`config.mk`:
```
export PLATFORM = sky130hd
export DESIGN_NAME = fxmac
export DESIGN_NICKNAME = d
export VERILOG_FILES = /design/src/rtl/fxmac_pkg.sv /design/src/rtl/fxmac_requant.sv /design/src/rtl/fxmac_sat_add.sv /design/src/rtl/fxmac.sv
export SDC_FILE = /design/constraint.sdc
export NUM_CORES = 1
export LEC_CHECK = 0
export BUFFER_PORTS_ARGS = -buffer_cell sky130_fd_sc_hd__buf_2
export CORE_MARGIN = 4
export CORE_UTILIZATION = 60
export DETAILED_ROUTE_END_ITERATION = 10
export PLACE_DENSITY = 0.78
export SETUP_SLACK_MARGIN = 0.1
export SLEW_MARGIN = 20
export SYNTH_ARGS = -nofsm -noshare
export SYNTH_HDL_FRONTEND = slang
export SYNTH_SLANG_ARGS = --single-unit
export TNS_END_PERCENT = 1
```
`constraint.sdc`:
```
create_clock -name clk -period 4.52 [get_ports clk]
set_input_delay 0.678 -clock clk [delete_from_list [all_inputs] [get_ports clk]]
set_output_delay 0.678 -clock clk [all_outputs]
set_load 0.02 [all_outputs]
```
`src/rtl/fxmac_pkg.sv`:
```
package fxmac_pkg;
  typedef struct packed {
    logic sat;   // 1: clamp to format limits, 0: wrap
    logic rnd;   // 1: round half away from zero, 0: floor
  } fxmac_mode_t;
endpackage

```
`src/rtl/fxmac_requant.sv`:
```
module fxmac_requant
  import fxmac_pkg::*;
#(
  parameter int W  = 10,
  parameter int FB = 3
) (
  input  logic signed [2*W-1:0] prod,
  input  fxmac_mode_t           mode,
  output logic signed [W-1:0]   q,
  output logic                  oor
);
  localparam int PW = 2 * W;
  localparam int EW = PW + 2;
  localparam logic signed [EW-1:0] MAXV = {{(EW-W+1){1'b0}}, {(W-1){1'b1}}};
  localparam logic signed [EW-1:0] MINV = {{(EW-W+1){1'b1}}, {(W-1){1'b0}}};
  localparam logic signed [W-1:0]  MAXW = {1'b0, {(W-1){1'b1}}};
  localparam logic signed [W-1:0]  MINW = {1'b1, {(W-1){1'b0}}};

  logic signed [EW-1:0] pe;
  logic signed [EW-1:0] res;
  logic                 hi, lo;

  assign pe = {{2{prod[PW-1]}}, prod};

  generate
    if (FB > 0) begin : g_frac
      localparam logic signed [EW-1:0] HALF = EW'(1) << (FB - 1);
      logic                 neg;
      logic signed [EW-1:0] mag, magr;
      always_comb begin
        neg  = pe[EW-1];
        mag  = neg ? -pe : pe;
        magr = (mag + HALF) >>> FB;
        if (mode.rnd) res = neg ? -magr : magr;
        else          res = pe >>> FB;
      end
    end else begin : g_int
      assign res = pe;
    end
  endgenerate

  always_comb begin
    hi  = res > MAXV;
    lo  = res < MINV;
    oor = hi | lo;
    if (mode.sat && hi)      q = MAXW;
    else if (mode.sat && lo) q = MINW;
    else                     q = res[W-1:0];
  end
endmodule

```
`src/rtl/fxmac_sat_add.sv`:
```
module fxmac_sat_add #(
  parameter int W = 10
) (
  input  logic signed [W-1:0] a,
  input  logic signed [W-1:0] b,
  input  logic                sat,
  output logic signed [W-1:0] s,
  output logic                oor
);
  localparam logic signed [W-1:0] MAXW = {1'b0, {(W-1){1'b1}}};
  localparam logic signed [W-1:0] MINW = {1'b1, {(W-1){1'b0}}};

  logic signed [W:0] wide;
  logic              hi, lo;

  always_comb begin
    wide = {a[W-1], a} + {b[W-1], b};
    hi   = ~wide[W] &  wide[W-1];
    lo   =  wide[W] & ~wide[W-1];
    oor  = hi | lo;
    if (sat && hi)      s = MAXW;
    else if (sat && lo) s = MINW;
    else                s = wide[W-1:0];
  end
endmodule

```
`src/rtl/fxmac.sv`:
```
module fxmac
  import fxmac_pkg::*;
#(
  parameter int W  = 10,
  parameter int IB = 7
) (
  input  logic                clk,
  input  logic                rst_n,
  input  logic                clr,
  input  logic                in_valid,
  input  logic                sat_mode,
  input  logic                rnd_mode,
  input  logic signed [W-1:0] act,
  input  logic signed [W-1:0] wgt,
  output logic signed [W-1:0] acc_out,
  output logic                out_valid,
  output logic                ovf
);
  localparam int FB = W - IB;

  fxmac_mode_t          mode;
  logic signed [2*W-1:0] prod;
  logic signed [W-1:0]  term, base, sum;
  logic                 term_oor, sum_oor;
  logic signed [W-1:0]  acc_q, acc_d;
  logic                 ovf_q, ovf_d, vld_q, vld_d;
  logic                 acc_en;

  assign mode.sat = sat_mode;
  assign mode.rnd = rnd_mode;
  assign prod     = act * wgt;

  fxmac_requant #(.W(W), .FB(FB)) u_requant (
    .prod (prod),
    .mode (mode),
    .q    (term),
    .oor  (term_oor)
  );

  fxmac_sat_add #(.W(W)) u_add (
    .a   (base),
    .b   (term),
    .sat (sat_mode),
    .s   (sum),
    .oor (sum_oor)
  );

  // next state
  always_comb begin
    base   = clr ? '0 : acc_q;
    acc_en = in_valid | clr;
    vld_d  = in_valid;
    if (in_valid) begin
      acc_d = sum;
      ovf_d = (~clr & ovf_q) | term_oor | sum_oor;
    end else begin
      acc_d = '0;
      ovf_d = 1'b0;
    end
  end

  // registers
  always_ff @(posedge clk or negedge rst_n) begin
    if (!rst_n) begin
      acc_q <= '0;
      ovf_q <= 1'b0;
      vld_q <= 1'b0;
    end else begin
      vld_q <= vld_d;
      if (acc_en) begin
        acc_q <= acc_d;
        ovf_q <= ovf_d;
      end
    end
  end

  assign acc_out   = acc_q;
  assign out_valid = vld_q;
  assign ovf       = ovf_q;
endmodule

```
Word level (Yosys, flattened, before mapping):

Cells that the tools add are included.

* output and inout bits: 12
* register bits: 12
* word-level logic and storage cells: 35
* input bits: 26

* bitwise logic cells: 11
* order comparisons: 2
* add/subtract/negate cells: 4
* muxes and demuxes: 10
* $mul: 1
* reductions and logical operators: 4

Operators by type and width (count)
* $mux 22: 3
* $mux 10: 6
* $add 22x4->22 const B: 1
* $gt 22x10->1 const B: 1
* $lt 22x10->1 const B: 1
* $neg 19->22: 1
* $neg 20->22: 1
* $mul 10x10->20: 1
* $add 10x10->11: 1
* $or 1x1->1: 5
* $logic_and 1x1->1: 4
* $and 1x1->1: 3
* $not 1->1: 3
* $mux 1: 1

Logic depth before layout (Yosys ltp):

* word-level depth: 18
* gate-level depth with buffers: 58
* gate-level depth less buffers: 49

Hierarchy:

A second synthesis with hierarchy kept.

* cells, all modules: 935
* area total of the unflattened synthesis: 7508.5 µm²

By module, submodules not included
* fxmac: cells each 510, instances 1, sequential area each 300.3 µm², area an instance 4561.9 µm²
* fxmac_requant: cells each 343, instances 1, sequential area each 0.0 µm², area an instance 2344.7 µm²
* fxmac_sat_add: cells each 82, instances 1, sequential area each 0.0 µm², area an instance 601.8 µm²

Worst setup path before layout:

OpenSTA, ideal clock, no wires.

* path type: input to register
* start point: input port wgt[1]
* end point: register acc_q[1], in the netlist acc_out[1]
* arrival: 11.929 ns
* cell stages on the path: 54
* buffers on the path: 9
* setup time: 0.158 ns
* required time: 4.362 ns
* slack: -7.567 ns
* path through: clkbuf_1 -> nand2_1 -> fa_1 -> inv_1 -> fa_1 -> fa_1 -> fa_1 -> inv_1 -> fa_1 -> inv_1 -> ha_1 -> clkbuf_2 -> a21o_1 -> a2111oi_4 -> nand2_1 -> a221oi_2 -> xnor2_1 -> buf_2 -> (+18 left out) -> nand4bb_1 -> o21ai_1 -> buf_4 -> o21ai_1 -> ha_1 -> a21o_1 -> a21o_1 -> a21o_1 -> a21oi_1 -> o21bai_1 -> a21oi_1 -> o21bai_1 -> a21oi_1 -> xor2_1 -> inv_1 -> ha_1 -> a21oi_1 -> a22oi_1

* word-level cells in the longest chain between the ends: 18
* elaborated cells between the ends (all ways): 23
* classes of those cells: 4 x add/sub; 1 x mul; 2 x order compare; 8 x mux; 4 x bitwise; 4 x reduce/logical

RTL lines
* start: declaration: RTL line fxmac.sv:14 `input logic signed [W-1:0] wgt,`
* $mul 10x10->20 (*): RTL line fxmac.sv:31 `assign prod = act * wgt;`
* $neg 20->22: RTL line fxmac_requant.sv:32 `mag = neg ? -pe : pe;`
* $mux 22: RTL line fxmac_requant.sv:32
* $add 22x4->22: RTL line fxmac_requant.sv:33 `magr = (mag + HALF) >>> FB;`
* $neg 19->22: RTL line fxmac_requant.sv:34 `if (mode.rnd) res = neg ? -magr : magr;`
* $mux 22: RTL line fxmac_requant.sv:34
* $mux 22 (*): RTL line fxmac_requant.sv:34
* $lt 22x10->1: RTL line fxmac_requant.sv:44 `lo = res < MINV;`
* (+2 left out)
* $mux 10 (*): RTL line fxmac_requant.sv:46 `if (mode.sat && hi) q = MAXW;`
* $add 10x10->11 (*): RTL line fxmac_sat_add.sv:17 `wide = {a[W-1], a} + {b[W-1], b};`
* $not 1->1: RTL line fxmac_sat_add.sv:19 `lo = wide[W] & ~wide[W-1];`
* $and 1x1->1: RTL line fxmac_sat_add.sv:19
* $logic_and 1x1->1: RTL line fxmac_sat_add.sv:22 `else if (sat && lo) s = MINW;`
* $mux 10: RTL line fxmac_sat_add.sv:22
* $mux 10 (*): RTL line fxmac_sat_add.sv:21 `if (sat && hi) s = MAXW;`
* $mux 10 (*): RTL line fxmac.sv:53 `if (in_valid) begin`
* end signal: assignment: RTL line fxmac.sv:65 `acc_q <= '0;`
* end signal: assignment: RTL line fxmac.sv:71 `acc_q <= acc_d;`
* end: declaration: RTL line fxmac.sv:25 `logic signed [W-1:0] acc_q, acc_d;`

Every way passes the cells marked *; elsewhere a longest branch is shown, timed or not.
A chain may end at the register's enable or synchronous reset.

Final worst setup path:

* start point: input port wgt[6]
* end point: register acc_q[1], in the netlist acc_out[1]

The elaborated chain is that of the path after synthesis.

==> reports/results.ini <==
[layout]
drive_gt1_share_pct = 33.0
final_nets = 1385
num_antenna_cells = 0
fill_cells = 670
finalInstanceArea_sq_um = 10100
area_delta_synth_final_pct = 35.1

[placed_design]
place_hpwl_um = 17400
port_buffers = 37
place_area_sq_um = 9520
globalplace.congestion = 0.975
dpl_worst_slack_ns = -6.16

[clocking]
clkTransAtPathRegs_ns = 0.05
root_buffer = clkbuf_16
clock_sinks = 12
cts_made_buffers = 3
clockBufferDepth = 2
cts-htree-levels = 1
cts_tree = built
clock_latency_ns = 0.24
hold_buffers = 0

[setup_path]
endpoint_kind = flip-flop
critPathLaunch = wgt[6]
worstPathArrival_ns = 10.94
worstSetupPathType = primary input to flip-flop
rr_startpoint = acc_out[1]
critPathMaxFanout = 8
r2r_slack_ns = 1.19
crit_top_cell = buf_4
crit_family = adder cells
critPathBufInv = 10
worst_ep_required_time_ns = 4.63
cpPeakStageDelay_ns = 0.66
critPathSlowestCell = fa_2
cp-start-kind = primary input

[floorplan]
io_pins = 38
core_sq_um = 12100
die_area_sq_um = 14300
die_w_um = 120
rows = 40
start_util_pct = 61.8
die_y_um = 120

[grt]
grt_use_total_pct = 34.9
grt_max_degree = 36
grt_overflow_total = 0
grt_pass1_vias = 8527
grt_pass1_wl_um = 41300
antenna_found_initial = 0

[yosys]
syn_inst = 945
syn_avg_cell_area_sq_um = 7.92
synth-compound-area-share_pct = 18.5
ys_ff_latch = 12
ys.flop_type = dfrtp_1
synth_cell_type_count = 91
yosys.area_share.simple_pct = 22.5
async_reset_ff_share_pct = 100
synth_fa_ha_area_share_pct = 35.3
yosysMostFrequentCell = inv_1
syn_nets = 1127
synth_top_family_by_area = adder cells
ys_warn_count = 0
yosysSeqAreaShare_pct = 4.01
synth_top_area_share_pct = 24.6
synth_top_area_cell = fa_1
synth_commonest_cells = 140 x inv_1, 93 x nand2_1, 92 x fa_1
synth_xor_area_share_pct = 8.66
synth_edf_count = 0
synth_area_sq_um = 7480
synthMuxAreaShare_pct = 1.22
synth.area.top_cells = fa_1 25%, ha_1 11%, inv_1 7.0%, nand2_1 4.7%, xnor2_1 4.4%

[sta]
finalCritPeriodShare_pct = 240
rsz0062_at_grt = true
fmax_mhz = 92.3
setup_ws_ns = -6.31
drv_slew = 0
period_needed_ns = 10.83
slew_headroom_pct = 48.1
tightestPinTransition_ns = 0.772
final-setup-viol-count = 11
finClkSkew_ns = 0.00303
hold_viol_final = 0

[status]
violations = negative setup slack
status = complete, but fails checks

[routing]
routedWlPerCell_um = 18.5
drtIter0Drc = 1129
wirelength_um = 25300
firstDrtPassIters = 10
viasPerCell = 6.17
vias = 8451
drc = 0
ant_nets = 0

[run]
drv_cap = 0

[hold_path]
hp-class = primary input to async pin

-- stage by stage --
step           hold slack [ns]  utilization, %  cells  TNS, ns
4_1_cts                  0.317            83.0   1367   -62.93
3_3_place_gp             0.565            78.6   1332   -65.59
3_5_place_dp             0.576            78.6   1332   -67.43
2_1_floorplan            0.382               -    945   -68.61
6_report                 0.317            83.5   1370   -68.74
5_1_grt                  0.330            83.5   1370   -73.41
-- metal layers --
layer	part of all wire, %	vias to the layer above	global-route usage [%]
met5	0.23	-	0
met4	5.0	2	12.5
met3	11	177	6.55
met2	47	555	58.1
met1	37	4033	45.7
li1	-	3684	-
-- worst paths after layout --
path,end,cells past startpoint
min reg2reg,ovf,3
max in group asynchronous,acc_out[6],1
min,out_valid,1
max reg2reg,acc_out[1],17
max,acc_out[1],50
min in group clk,ovf,3
-- worst register-to-register path: stages, from the launching register on --
cell and delay [ns]:
dfrtp_1 0.36, nand2b_1 0.15, inv_1 0.08, ha_1 0.30, a21o_1 0.19, a21o_1 0.18
a21o_1 0.17, a21oi_2 0.17, o21bai_1 0.12, a21oi_2 0.18, o21bai_1 0.12, a21oi_2 0.16
xor2_1 0.22, inv_1 0.12, ha_4 0.18, a21oi_4 0.27, buf_12 0.17, a22oi_1 0.07
-- cells by family (layout without fill, tap and decap cells) --
logic type	Yosys count	count (layout)
fa+ha+maj	156	156
xor+xnor	69	69
buf+inv	184	441
compound gates	197	197
flops	12	12
simple gates	318	318
mux	9	9
-- cells in the final DEF, fill, tap and decap left out, types with 9 or more instances in the layout --
| master | count |
|---|---|
| dfrtp_1 | 12 |
| xor2_1 | 25 |
| nor3_1 | 12 |
| o21ai_1 | 17 |
| ha_1 | 55 |
| nor2_1 | 50 |
| a21o_1 | 14 |
| and2_1 | 37 |
| inv_1 | 134 |
| a21oi_1 | 41 |
| nor2b_1 | 13 |
| fa_1 | 86 |
| nand2_1 | 88 |
| buf_4 | 258 |
| nand3_1 | 20 |
| and3_1 | 10 |
| nand2b_1 | 13 |
| nand4_1 | 15 |
| xnor2_1 | 37 |
| buf_2 | 26 |
| a21oi_2 | 9 |
| o21ai_0 | 23 |
-- final cells by class --
class | count | area (sq um) | area share (%)
Clock buffer | 4 | 88.8 | 0.878
Inverter | 140 | 529 | 5.23
Multi-Input combinational cell | 749 | 6720 | 66.5
Sequential cell | 12 | 300 | 2.97
Tap cell | 168 | 210 | 2.08
Timing Repair Buffer | 297 | 2260 | 22.4
-- flip-flops by register name (all words and copies together) (netlist names) --
name,count
ovf,1
out_valid,1
acc_out,10
-- what timing repair did --
item / 4_1_cts / 5_1_grt
pin swaps: 49 / 27
resized for setup: 50 / 13
setup buffers: 30 / 3
setup endpoints to repair: 11 / 11
gates cloned: 1 / 0
Power is not shown: default switching activity piles up to over one toggle a cycle in this logic, so the estimate is an artifact.
